<file path="config.mk">
export PLATFORM = sky130hd
export DESIGN_NAME = agu_load_stage
export DESIGN_NICKNAME = d
export VERILOG_FILES = /design/src/rtl/agu_pkg.sv /design/src/rtl/agu_offset_sel.sv /design/src/rtl/agu_addr_calc.sv /design/src/rtl/agu_byte_extract.sv /design/src/rtl/agu_load_stage.sv
export SDC_FILE = /design/constraint.sdc
export NUM_CORES = 1
export LEC_CHECK = 0
export ABC_AREA = 1
export BUFFER_PORTS_ARGS = -buffer_cell sky130_fd_sc_hd__buf_2
export CAP_MARGIN = 20
export CORE_ASPECT_RATIO = 1.4
export CORE_MARGIN = 2
export CORE_UTILIZATION = 57
export CTS_CLUSTER_DIAMETER = 200
export DETAILED_ROUTE_END_ITERATION = 10
export GPL_TIMING_DRIVEN = 0
export PLACE_DENSITY_LB_ADDON = 0.1
export SETUP_SLACK_MARGIN = 0.15
export SYNTH_ARGS = -nofsm -noshare
export SYNTH_HDL_FRONTEND = slang
export SYNTH_SLANG_ARGS = --single-unit
</file>
<file path="constraint.sdc">
create_clock -name clk -period 6.71 [get_ports clk]
set_clock_uncertainty 0.2 [all_clocks]
set_input_delay 0.671 -clock clk [delete_from_list [all_inputs] [get_ports clk]]
set_output_delay 0.671 -clock clk [all_outputs]
set_load 0.02 [all_outputs]
</file>
<file path="src/rtl/agu_pkg.sv">
package agu_pkg;

  typedef enum logic [1:0] {
    AM_OFFSET = 2'b00,
    AM_PRE    = 2'b01,
    AM_POST   = 2'b10,
    AM_RSVD   = 2'b11
  } addr_mode_e;

  typedef enum logic [1:0] {
    OS_CONST   = 2'b00,
    OS_INDEX   = 2'b01,
    OS_SHIFTED = 2'b10,
    OS_RSVD    = 2'b11
  } off_src_e;

  localparam int unsigned BYTE_W = 8;

endpackage

</file>
<file path="src/rtl/agu_offset_sel.sv">
module agu_offset_sel
  import agu_pkg::*;
#(
  parameter int unsigned DATA_W  = 32,
  parameter int unsigned SHIFT_W = 2
) (
  input  logic [1:0]         src,
  input  logic [DATA_W-1:0]  imm,
  input  logic [DATA_W-1:0]  index,
  input  logic [SHIFT_W-1:0] shamt,
  output logic [DATA_W-1:0]  offset
);

  logic [DATA_W-1:0] shifted;
  off_src_e          src_e;

  // Left shift keeps only DATA_W bits; upper bits fall off.
  assign shifted = index << shamt;
  assign src_e   = off_src_e'(src);

  always_comb begin
    unique case (src_e)
      OS_INDEX:   offset = index;
      OS_SHIFTED: offset = shifted;
      default:    offset = imm;
    endcase
  end

endmodule

</file>
<file path="src/rtl/agu_addr_calc.sv">
module agu_addr_calc
  import agu_pkg::*;
#(
  parameter int unsigned DATA_W = 32
) (
  input  logic [1:0]        mode,
  input  logic              sub_off,
  input  logic [DATA_W-1:0] base,
  input  logic [DATA_W-1:0] offset,
  output logic [DATA_W-1:0] addr,
  output logic [DATA_W-1:0] wb_value,
  output logic              wb_en
);

  logic [DATA_W-1:0] adjusted;
  addr_mode_e        mode_e;

  assign adjusted = sub_off ? (base - offset) : (base + offset);
  assign mode_e   = addr_mode_e'(mode);
  assign wb_value = adjusted;

  always_comb begin
    unique case (mode_e)
      AM_PRE: begin
        addr  = adjusted;
        wb_en = 1'b1;
      end
      AM_POST: begin
        addr  = base;
        wb_en = 1'b1;
      end
      default: begin
        addr  = adjusted;
        wb_en = 1'b0;
      end
    endcase
  end

endmodule

</file>
<file path="src/rtl/agu_byte_extract.sv">
module agu_byte_extract
  import agu_pkg::*;
#(
  parameter int unsigned DATA_W = 32,
  localparam int unsigned LANES  = DATA_W / BYTE_W,
  localparam int unsigned LANE_W = $clog2(LANES)
) (
  input  logic [DATA_W-1:0] word,
  input  logic [LANE_W-1:0] lane,
  input  logic              sign_ext,
  output logic [DATA_W-1:0] result
);

  logic [BYTE_W-1:0] lane_bytes [LANES];
  logic [BYTE_W-1:0] picked;

  // Little-endian: lane k occupies bits starting at k*8.
  for (genvar k = 0; k < LANES; k++) begin : g_lane
    assign lane_bytes[k] = word[k*BYTE_W +: BYTE_W];
  end

  assign picked = lane_bytes[lane];

  always_comb begin
    result = {{(DATA_W-BYTE_W){sign_ext & picked[BYTE_W-1]}}, picked};
  end

endmodule

</file>
<file path="src/rtl/agu_load_stage.sv">
module agu_load_stage
  import agu_pkg::*;
#(
  parameter int unsigned DATA_W  = 32,
  parameter int unsigned SHIFT_W = 2
) (
  input  logic               clk,
  input  logic               rst,
  input  logic               req_valid,
  input  logic [1:0]         mode,
  input  logic               sub_off,
  input  logic [1:0]         off_src,
  input  logic [DATA_W-1:0]  base,
  input  logic [DATA_W-1:0]  imm,
  input  logic [DATA_W-1:0]  index,
  input  logic [SHIFT_W-1:0] shamt,
  input  logic               ld_signed,
  input  logic               rsp_valid,
  input  logic [DATA_W-1:0]  rdata,
  output logic [DATA_W-1:0]  addr,
  output logic               addr_valid,
  output logic [DATA_W-1:0]  wb_data,
  output logic               wb_en,
  output logic [DATA_W-1:0]  ld_data,
  output logic               ld_valid
);

  localparam int unsigned LANES  = DATA_W / BYTE_W;
  localparam int unsigned LANE_W = $clog2(LANES);

  logic [DATA_W-1:0] offset_c;
  logic [DATA_W-1:0] addr_c;
  logic [DATA_W-1:0] wb_c;
  logic              wb_en_c;
  logic [DATA_W-1:0] ext_c;
  logic [LANE_W-1:0] lane_q;
  logic              sign_q;

  agu_offset_sel #(.DATA_W(DATA_W), .SHIFT_W(SHIFT_W)) u_off (
    .src    (off_src),
    .imm    (imm),
    .index  (index),
    .shamt  (shamt),
    .offset (offset_c)
  );

  agu_addr_calc #(.DATA_W(DATA_W)) u_calc (
    .mode     (mode),
    .sub_off  (sub_off),
    .base     (base),
    .offset   (offset_c),
    .addr     (addr_c),
    .wb_value (wb_c),
    .wb_en    (wb_en_c)
  );

  agu_byte_extract #(.DATA_W(DATA_W)) u_ext (
    .word     (rdata),
    .lane     (lane_q),
    .sign_ext (sign_q),
    .result   (ext_c)
  );

  // Address-side registers.
  always_ff @(posedge clk) begin
    if (rst) begin
      addr       <= '0;
      wb_data    <= '0;
      wb_en      <= 1'b0;
      addr_valid <= 1'b0;
      lane_q     <= '0;
      sign_q     <= 1'b0;
    end else begin
      addr_valid <= req_valid;
      wb_en      <= req_valid & wb_en_c;
      if (req_valid) begin
        addr    <= addr_c;
        wb_data <= wb_c;
        lane_q  <= addr_c[LANE_W-1:0];
        sign_q  <= ld_signed;
      end
    end
  end

  // Load-side registers.
  always_ff @(posedge clk) begin
    if (rst) begin
      ld_data  <= '0;
      ld_valid <= 1'b0;
    end else begin
      ld_valid <= rsp_valid;
      if (rsp_valid) begin
        ld_data <= ext_c;
      end
    end
  end

endmodule

</file>
; ---- Word level (Yosys, flattened, before mapping)
; Index checks and enable logic that the tools add are counted.
[op_classes]
n_addsub = 2
bitwise_logic = 3
eq_ne = 4
shifts = 1
magnitude_cmp = 1
reduce_logical = 1
muxes = 7
[ops]
columns = cell, n
row1 = $mux W32, 2
row2 = $pmux W32 S2, 1
row3 = $add A32 B32 Y32, 1
row4 = $shl A32 B2 Y32, 1
row5 = $sub A32 B32 Y32, 1
row6 = $bmux W8 S2, 1
row7 = $mux W8, 2
row8 = $eq A2 B1 Y1 const B, 2
row9 = $eq A2 B2 Y1 const B, 2
row10 = $ge A3 B3 Y1 const B, 1
row11 = $not A2 Y3, 1
row12 = $and A1 B1 Y1, 2
row13 = $reduce_or A2 Y1, 1
row14 = $mux W1, 1
[totals]
wordCells = 27
out_inout_bits = 99
register_bits = 79
inputBits = 140

; ---- Logic depth before layout (Yosys ltp)
; Gate-level depths: netlist of run 1.
[logic_depth]
word_depth = 5
ltp_mapped = 32

; ---- Modules after synthesis
; From an unflattened synthesis of run 1, not the netlist that was laid out.
[unflattened]
cells_unflattened = 1763
hier_area_um2 = 9848.2
[modules_own_cells]
columns = module, seq_area_each_um2, cells_each, instances, area_per_inst_um2
row1 = agu_load_stage, 2001.9, 624, 1, 4087.7
row2 = agu_addr_calc, 0.0, 764, 1, 3753.6
row3 = agu_offset_sel, 0.0, 287, 1, 1483.9
row4 = agu_byte_extract, 0.0, 88, 1, 523.0

; ---- Worst setup path before layout of run 1
; No wires, ideal clock.
[synth_path]
path_kind = input to register
startpoint = input off_src[0]
endpoint = register wb_data[31]
t_required_ns = 6.395
path_stages = 27
setup_time_ns = 0.115
t_arrival_ns = 3.951
path_buffers = 1
setup_slack_ns = 2.444
cell_sequence = inv_1 -> ha_1 -> clkbuf_1 -> a21oi_1 -> nand2_1 -> nand2_2 -> ha_1 -> nand2_1 -> nor2_4 -> nand4_2 -> nor2_2 -> nand3_2 -> nor2_1 -> a21oi_1 -> xor2_1 -> ha_1 -> a21o_1 -> a21oi_1 -> nor2_1 -> nor3_1 -> nand2_1 -> a31oi_1 -> inv_1 -> nand2_1 -> nand3_1 -> o211ai_1 -> inv_2
[synth_between]
elab_chain_len = 4
elab_cells_between_ends = 6
classes_between = add/sub: 2 / eq/ne: 2 / mux: 2
[synth_rtl]
columns = item, line_no
row1 = from (decl), agu_load_stage.sv:12  ; input logic [1:0] off_src,
row2 = $eq A2 B2 Y1 / $eq A2 B1 Y1 (equally long branches), agu_offset_sel.sv:22  ; unique case (src_e)
row3 = $pmux W32 S2 *, agu_offset_sel.sv:22
row4 = $add A32 B32 Y32 / $sub A32 B32 Y32 (equally long branches), agu_addr_calc.sv:18  ; assign adjusted = sub_off ? (base - offset) : (base + offset);
row5 = $mux W32 *, agu_addr_calc.sv:18
row6 = to (signal assigned), agu_load_stage.sv:78  ; wb_data <= wb_c;
row7 = to (decl), agu_load_stage.sv:22  ; output logic [DATA_W-1:0] wb_data,
; Every way passes the cells marked *; elsewhere a longest branch is shown, timed or not.
; A chain may end at the register's enable or synchronous reset.

; ---- Worst setup path after layout of run 1
[layout_path]
startpoint = input off_src[0]
endpoint = register addr[26]
[layout_between]
elab_chain_len = 5
elab_cells_between_ends = 7
classes_between = add/sub: 2 / eq/ne: 2 / mux: 3
[layout_rtl]
columns = item, line_no
row1 = $eq A2 B2 Y1 / $eq A2 B1 Y1 (equally long branches), agu_offset_sel.sv:22
row2 = $pmux W32 S2 *, agu_offset_sel.sv:22
row3 = $add A32 B32 Y32 / $sub A32 B32 Y32 (equally long branches), agu_addr_calc.sv:18
row4 = $mux W32 *, agu_addr_calc.sv:18
row5 = $mux W32 *, agu_addr_calc.sv:23  ; unique case (mode_e)
row6 = to (signal assigned), agu_load_stage.sv:77  ; addr <= addr_c;
row7 = to (decl), agu_load_stage.sv:20  ; output logic [DATA_W-1:0] addr,
; Marked as above.

==> out/summary.txt, run 1 <==
H-tree Lvls: 3
P_sw: 0.0009058 W
Cell family with most CP delay: simple AND/OR/NAND/NOR gates
Mapped Area: 7368 sq um
Leading cell type in the layout, fill and taps excluded: nand2_1
Number of global-route vias before repair: 8,395
Share of cells above drive strength 1: 0.2189
Synthesized area per cell: 5.991 sq um
Remaining antenna violation count: 0
Crit-path max cell delay: 0.41 ns
Sw frac: 0.4309
Top Ports: 239
Combinational power share: 0.500
WP data arrival: 4.90 ns
Wire per inst: 15.18 microns
Nets: 1,652
Hold path startpoint: addr[27]$_SDFFE_PP0P_
Die footprint: 13,870 sq um
Share of the synthesized area in the top cell type: 0.2092
Leading area contributor after synthesis: dfxtp_1
Chip Height: 138.5 microns
Hold Path Sink: addr[27]$_SDFFE_PP0P_
Initial DRC count: 573
Root Driver: clkbuf_16
Num CTS Buffers: 9
Placed wire-length estimate: 20,630 microns
Most area-consuming cells after synthesis: dfxtp_1, nand2_1, a21oi_1
CTS clk-pin slew, worst paths: 0.06 ns
Asr flop ratio synth: 0
Crit-path max FO: 10
Share of the yosys chip area belonging to registers: 0.2092
R2R Setup Slk: 4.80 ns
CTS tree: done
Leakage: 4.808 nW
Final hold violation count: 0
Starting Density: 0.5778
Cell area power density: 232.8 nW/um^2
First-pass iteration count of the detailed router: 5
DR DRC count: 0
Synth unique cells: 43
R2R cell count: 6
Reg-to-reg endpoint: ld_data[8]$_SDFFE_PP0P_
GPL Wtd Cong: 1.001
Antenna cells: 0
Post-Syn Instances: 1,230
Maximum number of pins on one net before global-route repair: 26
Register area: 1541 sq um
Clock latency on the worst-skew pair: 0.33 ns
Tmin final: 4.893 ns
Maximum vdd drop: 0.1622 mV
Multi-input logic area: 4990 sq um
Vias: 9,010
Status: complete, no violations
Routed Wire Length: 24,790 microns
Internal Power: 0.001196 W
Hold buffers post-CTS: 0
Port bufs: 234
Number of synthesized flops with an enable pin: 0
Initial antenna violation count: 0
Hold Path Stages: 2
TritonCTS Sinks: 77
RSZ-0062 raised after global routing: false
All-Layer GR Usage: 0.3522
WS Path Type: in -> reg
Core Area: 12,750 sq um
Synth Register Bits: 77
Highest clock rate: 0.2044 GHz
Setup TNS: 0 ns
First-pass GRT wire length: 39,400 microns
Num rows: 49
MaxCap Viol Count: 0
PostCTS Resize Cnt: 0
Most common cell on crit path: nor2_1
Slew @ Worst Pin: 0.7797 ns
Synth warn: 0
Syn Nets: 1,407
Rel. slew slack: 0.4795
Final-report setup violation count: 0
Die width: 100.1 microns
Dominant synthesized flop cell: dfxtp_1
CP Buf/Inv Count: 5
Post-CTS setup buffers: 0
Hold Path Class: reg -> reg
Crit path max-delay cell type: ha_1
Crit. End Element: register
Clk pwr share: 0.230
GRT overflow: 0
Flop pwr share: 0.270
Most frequent cells in the layout: nand2_1, buf_2, nor2_1, a21oi_1, inv_1
Area Growth Syn to Fin: 22.57%
Vias per inst: 5.517
Layout Utilization: 0.7082
Number of fill cells in the layout: 1,231
Critical path startpoint category: primary input
Max Root-Sink Buffers: 2
Final Max Slew Viols: 0
Req. time, crit path: 6.71 ns
Final period util: 0.7293
Worst reg2reg startpoint: addr[0]$_SDFFE_PP0P_
[worst reg2reg max path, delay by kind of cell (launching register included)]
kind	cells	cell delay, ns
AO/OA/AOI/OAI	2	0.40
buffers and inverters	2	0.71
flip-flops	1	0.32
AND/OR/NAND/NOR	2	0.21
[power groups by stage]
stage	clock network (W)	logic, W	registers, W
6_report	0.000484	0.00105	0.000567
3_5_place_dp	0	0.00103	0.000574
2_1_floorplan	0	0.000662	0.000641
5_1_grt	0.000504	0.00117	0.000570
4_1_cts	0.000485	0.00104	0.000565
3_3_place_gp	0	0.00102	0.000572
[through the flow]
| step | setup WS, ns | instances | hold WS [ns] | instance area [sq um] | total power, W |
|---|---|---|---|---|---|
| 3_3_place_gp | 1.569 | 1617 | 0.2494 | 8731 | 0.001589 |
| 4_1_cts | 1.855 | 1633 | 0.2618 | 9031 | 0.002087 |
| 5_1_grt | 1.351 | 1633 | 0.2800 | 9031 | 0.002245 |
| 6_report | 1.817 | 1633 | 0.2635 | 9031 | 0.002102 |
| 3_5_place_dp | 1.522 | 1617 | 0.2524 | 8731 | 0.001605 |
| 2_1_floorplan | 2.444 | 1230 | 0.2533 | 7368 | 0.001303 |
[state kept, by name (all words and copies together), names as in the netlist]
name	cells
sign_q	1
wb_data	32
ld_valid	1
ld_data	9
addr	32
addr_valid	1
wb_en	1
[Yosys cell counts (10+ instances only)]
| master | n |
|---|---|
| o211ai_1 | 41 |
| buf_4 | 25 |
| nor2_1 | 123 |
| xor2_1 | 28 |
| inv_1 | 101 |
| nand2_1 | 356 |
| nand3_1 | 72 |
| xnor2_1 | 20 |
| o21ai_0 | 59 |
| ha_1 | 36 |
| dfxtp_1 | 77 |
| clkbuf_1 | 41 |
| inv_2 | 11 |
| a21oi_1 | 105 |
| a31oi_1 | 10 |
| or2_1 | 22 |
[routing by layer]
metal / up-vias / GRT usage / share of wire
li1: 4509 / - / -
met2: 459 / 0.6469 / 0.50
met3: 74 / 0.03893 / 0.073
met1: 3968 / 0.3963 / 0.38
met4: 0 / 0.1702 / 0.045
met5: - / 0 / 0
[cells by family after synthesis]
family	share of synthesized area
simple gates	0.3532
compound gates	0.2031
buf+inv	0.1136
flops	0.2092
xor+xnor	0.05706
fa+ha+maj	0.06385
[layout make-up]
cell class                 instances  share of cell area
multi-input combinational        960              0.5525
sequential                        77              0.1707
buffer                            79             0.04530
tap                              153             0.02120
clock inverter                     6            0.006789
inverter                         114             0.04738
clock buffer                      10             0.02646
timing repair buffer             234              0.1297
[worst max-delay path by stage]
stage	start	endpoint	slack, ns	depth (start not counted)
2_1_floorplan	off_src[0]	wb_data[31]$_SDFFE_PP0P_	2.44	27
3_3_place_gp	off_src[0]	addr[31]$_SDFFE_PP0P_	1.57	28
3_5_place_dp	off_src[0]	wb_data[31]$_SDFFE_PP0P_	1.52	28
4_1_cts	off_src[0]	wb_data[31]$_SDFFE_PP0P_	1.85	28
5_1_grt	off_src[0]	wb_data[31]$_SDFFE_PP0P_	1.35	28
6_report	off_src[0]	addr[26]$_SDFFE_PP0P_	1.82	27
No activity file was read; power rests on OpenSTA's default activity.
==> run 2, diff against run 1 <==
- CORE_UTILIZATION: 57 -> 53
- clock period: 6.71 -> 4.75 ns (I/O delays scaled with it)
==> run 2 against run 1 <==
Net effect: first-iteration DRC count down 11%; clock-buffer cell count rose by 1; non-clock buffer count grew 5; routed wire length is 1.9% higher; sequential share of layout area fell by 0.39 points; combinational power increased by 46%; final cell count increased by 2.3%; setup slack worse by 1.4 ns; design area increased by 2.4%; critical path depth down 1; sequential power is 41% higher.
==> out/summary.txt, run 2 (synthesis gave the netlist of run 1 again) <==
Status: complete, no violations
Remaining antenna violation count: 0 (unchanged)
Finished Cell Area: 9244 sq um (+2.4%)
Chip Height: 143.5 microns (+3.6%)
First-pass iteration count of the detailed router: 5 (unchanged)
Largest regs: addr x32, wb_data x32, ld_data x9
DR DRC count: 0 (unchanged)
Hold buffers post-CTS: 0 (unchanged)
Placed inst area: 8771 sq um (+0.46%)
Num CTS Buffers: 9 (unchanged)
Share of cells above drive strength 1: 0.2358 (+0.01693)
Crit-path max FO: 10 (unchanged)
Final period util: 0.9046
Critical path startpoint category: primary input
Tmin final: 4.297 ns
Initial antenna violation count: 1 (+1)
Slew @ Worst Pin: 0.7331 ns (-0.04659 ns)
Clock latency on the worst-skew pair: 0.33 ns (about the same)
Most frequent cells in the layout: nand2_1, buf_2, nor2_1, a21oi_1, inv_1
TritonCTS Sinks: 77 (unchanged)
MaxCap Viol Count: 0 (unchanged)
Wire per inst: 15.12 microns (-0.38%)
GPL Wtd Cong: 1.016 (+1.5%)
Final-report setup violation count: 0 (unchanged)
Cell area power density: 329.9 nW/um^2 (+42%)
Routed Wire Length: 25,250 microns (+1.9%)
All-Layer GR Usage: 0.3319 (-0.02038)
Num rows: 51 (+4.1%)
Req. time, crit path: 4.81 ns (-1.90 ns)
Port bufs: 234 (unchanged)
Maximum number of pins on one net before global-route repair: 26 (unchanged)
Final hold violation count: 0 (unchanged)
Die footprint: 14,870 sq um (+7.3%)
Top Ports: 239 (unchanged)
RSZ-0062 raised after global routing: false
Maximum vdd drop: 0.2101 mV (+30%)
Vias: 8,947 (-0.70%)
Leading cell type in the layout, fill and taps excluded: nand2_1
Die width: 103.7 microns (+3.6%)
Final Max Slew Viols: 0 (unchanged)
CTS tree: done
CTS clk-pin slew, worst paths: 0.06 ns (about the same)
Leakage: 4.856 nW (+0.99%)
Rel. slew slack: 0.5106 (+0.03110)
WS Path Type: in -> reg
Placed wire-length estimate: 21,170 microns (+2.6%)
WP data arrival: 4.35 ns (-0.55 ns)
Core Area: 13,720 sq um (+7.6%)
Nets: 1,657 (+0.30%)
First-pass GRT wire length: 40,050 microns (+1.6%)
Starting Density: 0.5371 (-0.04073)
Vias per inst: 5.357 (-2.9%)
Crit. End Element: register
H-tree Lvls: 3 (unchanged)
Total chip power: 0.003050 W (+45%)
Number of global-route vias before repair: 8,509 (+1.4%)
Hold Path Class: in -> reg
Max Root-Sink Buffers: 2 (unchanged)
GRT overflow: 0 (unchanged)
Root Driver: clkbuf_16
Highest clock rate: 0.2327 GHz
Area Growth Syn to Fin: 25.45%
Initial DRC count: 508 (-11%)
-- run 2: path summary, 6_finish.rpt --
check	start	to	slack (ns)	cells after the start
worst min-delay path	ld_signed	sign_q$_SDFFE_PP0P_	0.18	3
worst max-delay path	off_src[1]	addr[26]$_SDFFE_PP0P_	0.45	26
worst min register to register	addr[21]$_SDFFE_PP0P_	addr[21]$_SDFFE_PP0P_	0.26	2
worst max register to register	addr[0]$_SDFFE_PP0P_	ld_data[7]$_SDFFE_PP0P_	2.88	6
-- run 2: metal layers --
| layer | up-vias | part of all wire | GRT usage |
|---|---|---|---|
| li1 | 4516 | - | - |
| met2 | 420 | 0.50 | 0.6270 |
| met5 | - | 0 | 0 |
| met1 | 3925 | 0.38 | 0.3518 |
| met4 | 0 | 0.056 | 0.1984 |
| met3 | 86 | 0.069 | 0.04444 |
-- run 2: where the power goes --
part,leakage (nW),internal [W],switching [W],total [W]
clock,0.152,0.000470,0.000251,0.000722
combinational,4.07,0.000555,0.000976,0.00153
sequential,0.638,0.000738,0.0000596,0.000797
total,4.86,0.00176,0.00129,0.00305
-- run 2: worst max-delay path, cell delays in order --
cell	delay, ns
buf_2	0.12
inv_1	0.06
ha_2	0.21
clkbuf_1	0.26
a21oi_1	0.21
nand3_1	0.10
nand2_1	0.13
nand2_1	0.09
nor2_1	0.10
nand2_1	0.09
nor2_4	0.15
nand3_2	0.13
nor2_2	0.13
nor2_1	0.06
xor2_1	0.23
ha_2	0.34
inv_1	0.08
o21ai_0	0.15
a31oi_2	0.22
nor2_1	0.06
nor2_1	0.13
o211ai_1	0.20
or2_4	0.30
nand3_1	0.07
o211ai_1	0.11
a21oi_1	0.14
-- run 2: layout make-up --
class | instances | area (sq um)
Sequential cell | 77 | 1541
Multi-Input combinational cell | 960 | 5097
Clock inverter | 4 | 72.57
Timing Repair Buffer | 239 | 1209
Antenna cell | 1 | 2.502
Tap cell | 185 | 231.5
Inverter | 114 | 427.9
Clock buffer | 11 | 242.7
Buffer | 79 | 419.2
Fill cell | 1396 | 4476
-- run 2: timing repair --
action | in CTS | in global routing
resized for setup | 2 | 35
pin swaps | 2 | 8
setup buffers | 2 | 3
endpoints found under the hold margin | 0 | 0
endpoints found under the setup margin | 3 | 31
-- run 2: metrics by stage --
| step | setup WS (ns) | TNS, ns | cells | hold WS [ns] | utilization |
|---|---|---|---|---|---|
| 5_1_grt | 0.1088 | 0 | 1670 | 0.1898 | 0.6738 |
| 2_1_floorplan | 0.6801 | 0 | 1230 | 0.2533 | - |
| 6_report | 0.4532 | 0 | 1670 | 0.1849 | 0.6738 |
| 3_5_place_dp | -0.2737 | -1.463 | 1649 | 0.2517 | 0.6393 |
| 4_1_cts | 0.1995 | 0 | 1666 | 0.1833 | 0.6638 |
| 3_3_place_gp | -0.2602 | -0.9725 | 1649 | 0.2503 | 0.6393 |
==> run 3, diff against run 2 <==
- ABC_AREA: 1 -> unset
- CORE_UTILIZATION: 53 -> 52
==> run 3 against run 2 <==
Net effect: the flow now finishes with violations (negative setup slack); register-to-register slack worse by 0.11 ns; via count down 10%; sequential share of layout area down 1.5 points; combinational power up 20%; utilization up 8.7 points; clock-buffer cell count down 2; first-iteration DRC count up 0.20%; final cell count down 17%; sequential power up 1%; die area down 1.4%; non-clock buffer count up 70; critical path type unchanged; largest cell class unchanged; largest power group unchanged.
==> out/summary.txt, run 3 <==
Final period util: 1.017 (+0.1126)
Synth Area in XOR/XNOR: 0.06883 (+0.01178)
Clock latency on the worst-skew pair: 0.34 ns (about the same)
Non-Filler Instances: 1,381 (-17%)
Area Growth Syn to Fin: 43.00%
Number of synthesized flops with an enable pin: 0 (unchanged)
Initial DRC count: 509 (+0.20%)
Synth Area in Simple Gates: 0.1854 (-0.1678)
Final hold violation count: 0 (unchanged)
GPL Wtd Cong: 0.9629 (-5.3%)
Hold buffers post-CTS: 0 (unchanged)
Initial antenna violation count: 0 (-1)
Vias: 8,009 (-10%)
CTS clk-pin slew, worst paths: 0.07 ns (about the same)
Chip Height: 142.5 microns (-0.70%)
P_sw: 0.001378 W (+7.1%)
R2R Setup Slk: 2.77 ns (-0.11 ns)
Share of the synthesized area in the top cell type: 0.2163 (+0.007127)
RSZ-0062 raised after global routing: true
Clk pwr share: 0.203 (-0.034)
Post-Place Worst Slack: -1.196 ns (-0.9223 ns)
Vias per inst: 5.799 (+8.2%)
Status: finished, violations left
All-Layer GR Usage: 0.3213 (-0.01057)
Number of fill cells in the layout: 1,060 (-24%)
Maximum number of pins on one net before global-route repair: 26 (unchanged)
CTS tree: done
Setup ws final: -0.08174 ns (-0.5350 ns)
Leading cell type in the layout, fill and taps excluded: buf_2
Leading area contributor after synthesis: dfxtp_1
Nets: 1,371 (-17%)
GRT overflow: 0 (unchanged)
MaxCap Viol Count: 0 (unchanged)
Slew @ Worst Pin: 0.7984 ns (+0.06527 ns)
Sw frac: 0.4168 (-0.005028)
Most area-consuming cells after synthesis: dfxtp_1, mux2i_1, mux4_2
Die width: 102.9 microns (-0.69%)
Critical path startpoint category: primary input
Number of global-route vias before repair: 7,325 (-14%)
Hold Path Class: in -> reg
Synth warn: 0 (unchanged)
Num rows: 50 (-2.0%)
Max Root-Sink Buffers: 2 (unchanged)
Multi-input logic area: 5637 sq um (+11%)
Multiplexer area fraction after synthesis: 0.1670 (+0.1670)
Most frequent cell after synthesis: nand2_1
Starting Density: 0.5322 (-0.004830)
Post-synthesis adder-cell area fraction: 0.06602 (+0.002175)
WP data arrival: 4.83 ns (+0.48 ns)
Failing checks: negative setup slack
Internal Power: 0.001929 W (+9.4%)
Highest clock rate: 0.2070 GHz (-11%)
Combinational power share: 0.553 (+0.051)
H-tree Lvls: 3 (unchanged)
DR DRC count: 0 (unchanged)
Placed wire-length estimate: 19,500 microns (-7.9%)
Setup TNS: -0.3552 ns (-0.3552 ns)
Die footprint: 14,670 sq um (-1.4%)
Remaining antenna violation count: 0 (unchanged)
Register area: 1541 sq um (unchanged)
Core Area: 13,390 sq um (-2.4%)
Crit-path max cell delay: 0.31 ns (-0.03 ns)
Crit path max-delay cell type: ha_1
Num CTS Buffers: 9 (unchanged)
Synth Register Bits: 77 (unchanged)
TritonCTS Sinks: 77 (unchanged)
Hold Path Sink: sign_q$_SDFFE_PP0P_
Rel. slew slack: 0.4678 (-0.04284)
R2R cell count: 4 (-2)
Post-synthesis compound-gate area fraction: 0.2184 (+0.01535)
Syn Nets: 1,052 (-25%)
Top cells by count, synth: nand2_1, nor2_1, dfxtp_1
Port bufs: 236 (+0.85%)
Largest regs: addr x32, wb_data x32, ld_data x9
Asr flop ratio synth: 0 (unchanged)
Crit. End Element: register
Worst reg2reg startpoint: addr[0]$_SDFFE_PP0P_
Wire per inst: 18.27 microns (+21%)
First-pass iteration count of the detailed router: 7 (+2)
Antenna cells: 0 (-1)
Post-Syn Instances: 875 (-29%)
Routed Wire Length: 25,230 microns (about the same)
Mapped Area: 7126 sq um (-3.3%)
Share of cells above drive strength 1: 0.4145 (+0.1787)
Final-report setup violation count: 9 (+9)
Cell area power density: 324.5 nW/um^2 (-1.6%)
Tmin final: 4.832 ns (+0.5350 ns)
Synthesized area per cell: 8.144 sq um (+36%)
Most common cell on crit path: buf_6
Req. time, crit path: 4.75 ns (-0.06 ns)
Final Max Slew Viols: 0 (unchanged)
Crit-path max FO: 6 (-4)
Fin Hold WS: 0.1800 ns (-0.004958 ns)
Maximum vdd drop: 0.1878 mV (-11%)
Top Ports: 239 (unchanged)
First-pass GRT wire length: 36,760 microns (-8.2%)
Hold Path Stages: 3 (unchanged)
Most frequent cells in the layout: buf_2, buf_4, nor2_1, nand2_1, dfxtp_1
Hold path startpoint: ld_signed
Share of the yosys chip area belonging to registers: 0.2163 (+0.007127)
Largest family of logic cells by synthesized area: compound AO/OA/AOI/OAI gates
Dominant synthesized flop cell: dfxtp_1
Reg-to-reg endpoint: ld_data[7]$_SDFFE_PP0P_
Synth unique cells: 78 (+81%)
Flop pwr share: 0.244 (-0.017)
Root Driver: clkbuf_16
WS Path Type: in -> reg
Placed cells: 1,293 (-22%)
Leakage: 4.788 nW (-1.4%)
[run 3: per-layer routing]
metal | part of all wire | GRT usage | up-vias
li1 | - | - | 3821
met1 | 0.37 | 0.3563 | 3681
met2 | 0.51 | 0.5868 | 422
met3 | 0.073 | 0.03585 | 85
met4 | 0.050 | 0.1669 | 0
met5 | 0 | 0 | -
[run 3: what timing repair did]
action / CTS / global route
buffers inserted: 54 / 18
hold endpoints to repair: 0 / 0
pin swaps: 48 / 43
setup endpoints to repair: 40 / 37
gates resized for setup: 56 / 79
[run 3: cell families (layout without fill, tap and decap cells)]
kind of cell | Yosys count | after routing
AO/OA/AOI/OAI | 228 | 228
AND/OR/NAND/NOR | 276 | 276
multiplexers | 86 | 86
adder cells (fa/ha/maj) | 37 | 37
flip-flops | 77 | 77
buffers and inverters | 115 | 439
XOR/XNOR | 56 | 56
[run 3: area by class of cell]
type / instances / area share
multi-input cells: 683 / 0.5532
repair buffers: 308 / 0.1733
flip-flops and latches: 77 / 0.1513
plain buffers: 80 / 0.05685
well taps: 182 / 0.02235
clock buffers: 9 / 0.02210
inverters: 35 / 0.01449
clock inverters: 7 / 0.006508
[run 3: power groups by stage]
stage,combinational [W],clock (W),sequential [W]
3_3_place_gp,0.00146,0,0.000818
5_1_grt,0.00196,0.000692,0.000817
2_1_floorplan,0.000935,0,0.000935
3_5_place_dp,0.00148,0,0.000821
6_report,0.00183,0.000670,0.000808
4_1_cts,0.00164,0.000671,0.000808
[run 3: per-stage QoR]
| stage | total power, W | util | instance area, sq um |
|---|---|---|---|
| after global placement | 0.002283 | 0.6519 | 8727 |
| after detailed placement | 0.002300 | 0.6519 | 8727 |
| after floorplan | 0.001870 | - | 7318 |
| after CTS | 0.003118 | 0.7227 | 9676 |
| after global routing | 0.003471 | 0.7611 | 10190 |
| final | 0.003307 | 0.7611 | 10190 |
[run 3: worst max path at each step]
stage / end / slack, ns / cells past startpoint / startpoint
final: addr[31]$_SDFFE_PP0P_ / -0.08 / 26 / off_src[0]
after CTS: addr[30]$_SDFFE_PP0P_ / -0.03 / 23 / off_src[0]
after global routing: addr[31]$_SDFFE_PP0P_ / -0.27 / 25 / off_src[1]
after floorplan: addr[28]$_SDFFE_PP0P_ / -0.26 / 22 / off_src[0]
after detailed placement: addr[22]$_SDFFE_PP0P_ / -1.20 / 21 / off_src[0]
after global placement: addr[30]$_SDFFE_PP0P_ / -1.15 / 22 / off_src[0]
[run 3: critical path, delay by kind of cell]
family	cells	cell delay, ns
compound gates	8	1.60
buf+inv	10	1.21
xor+xnor	2	0.41
fa+ha+maj	2	0.56
simple gates	4	0.58
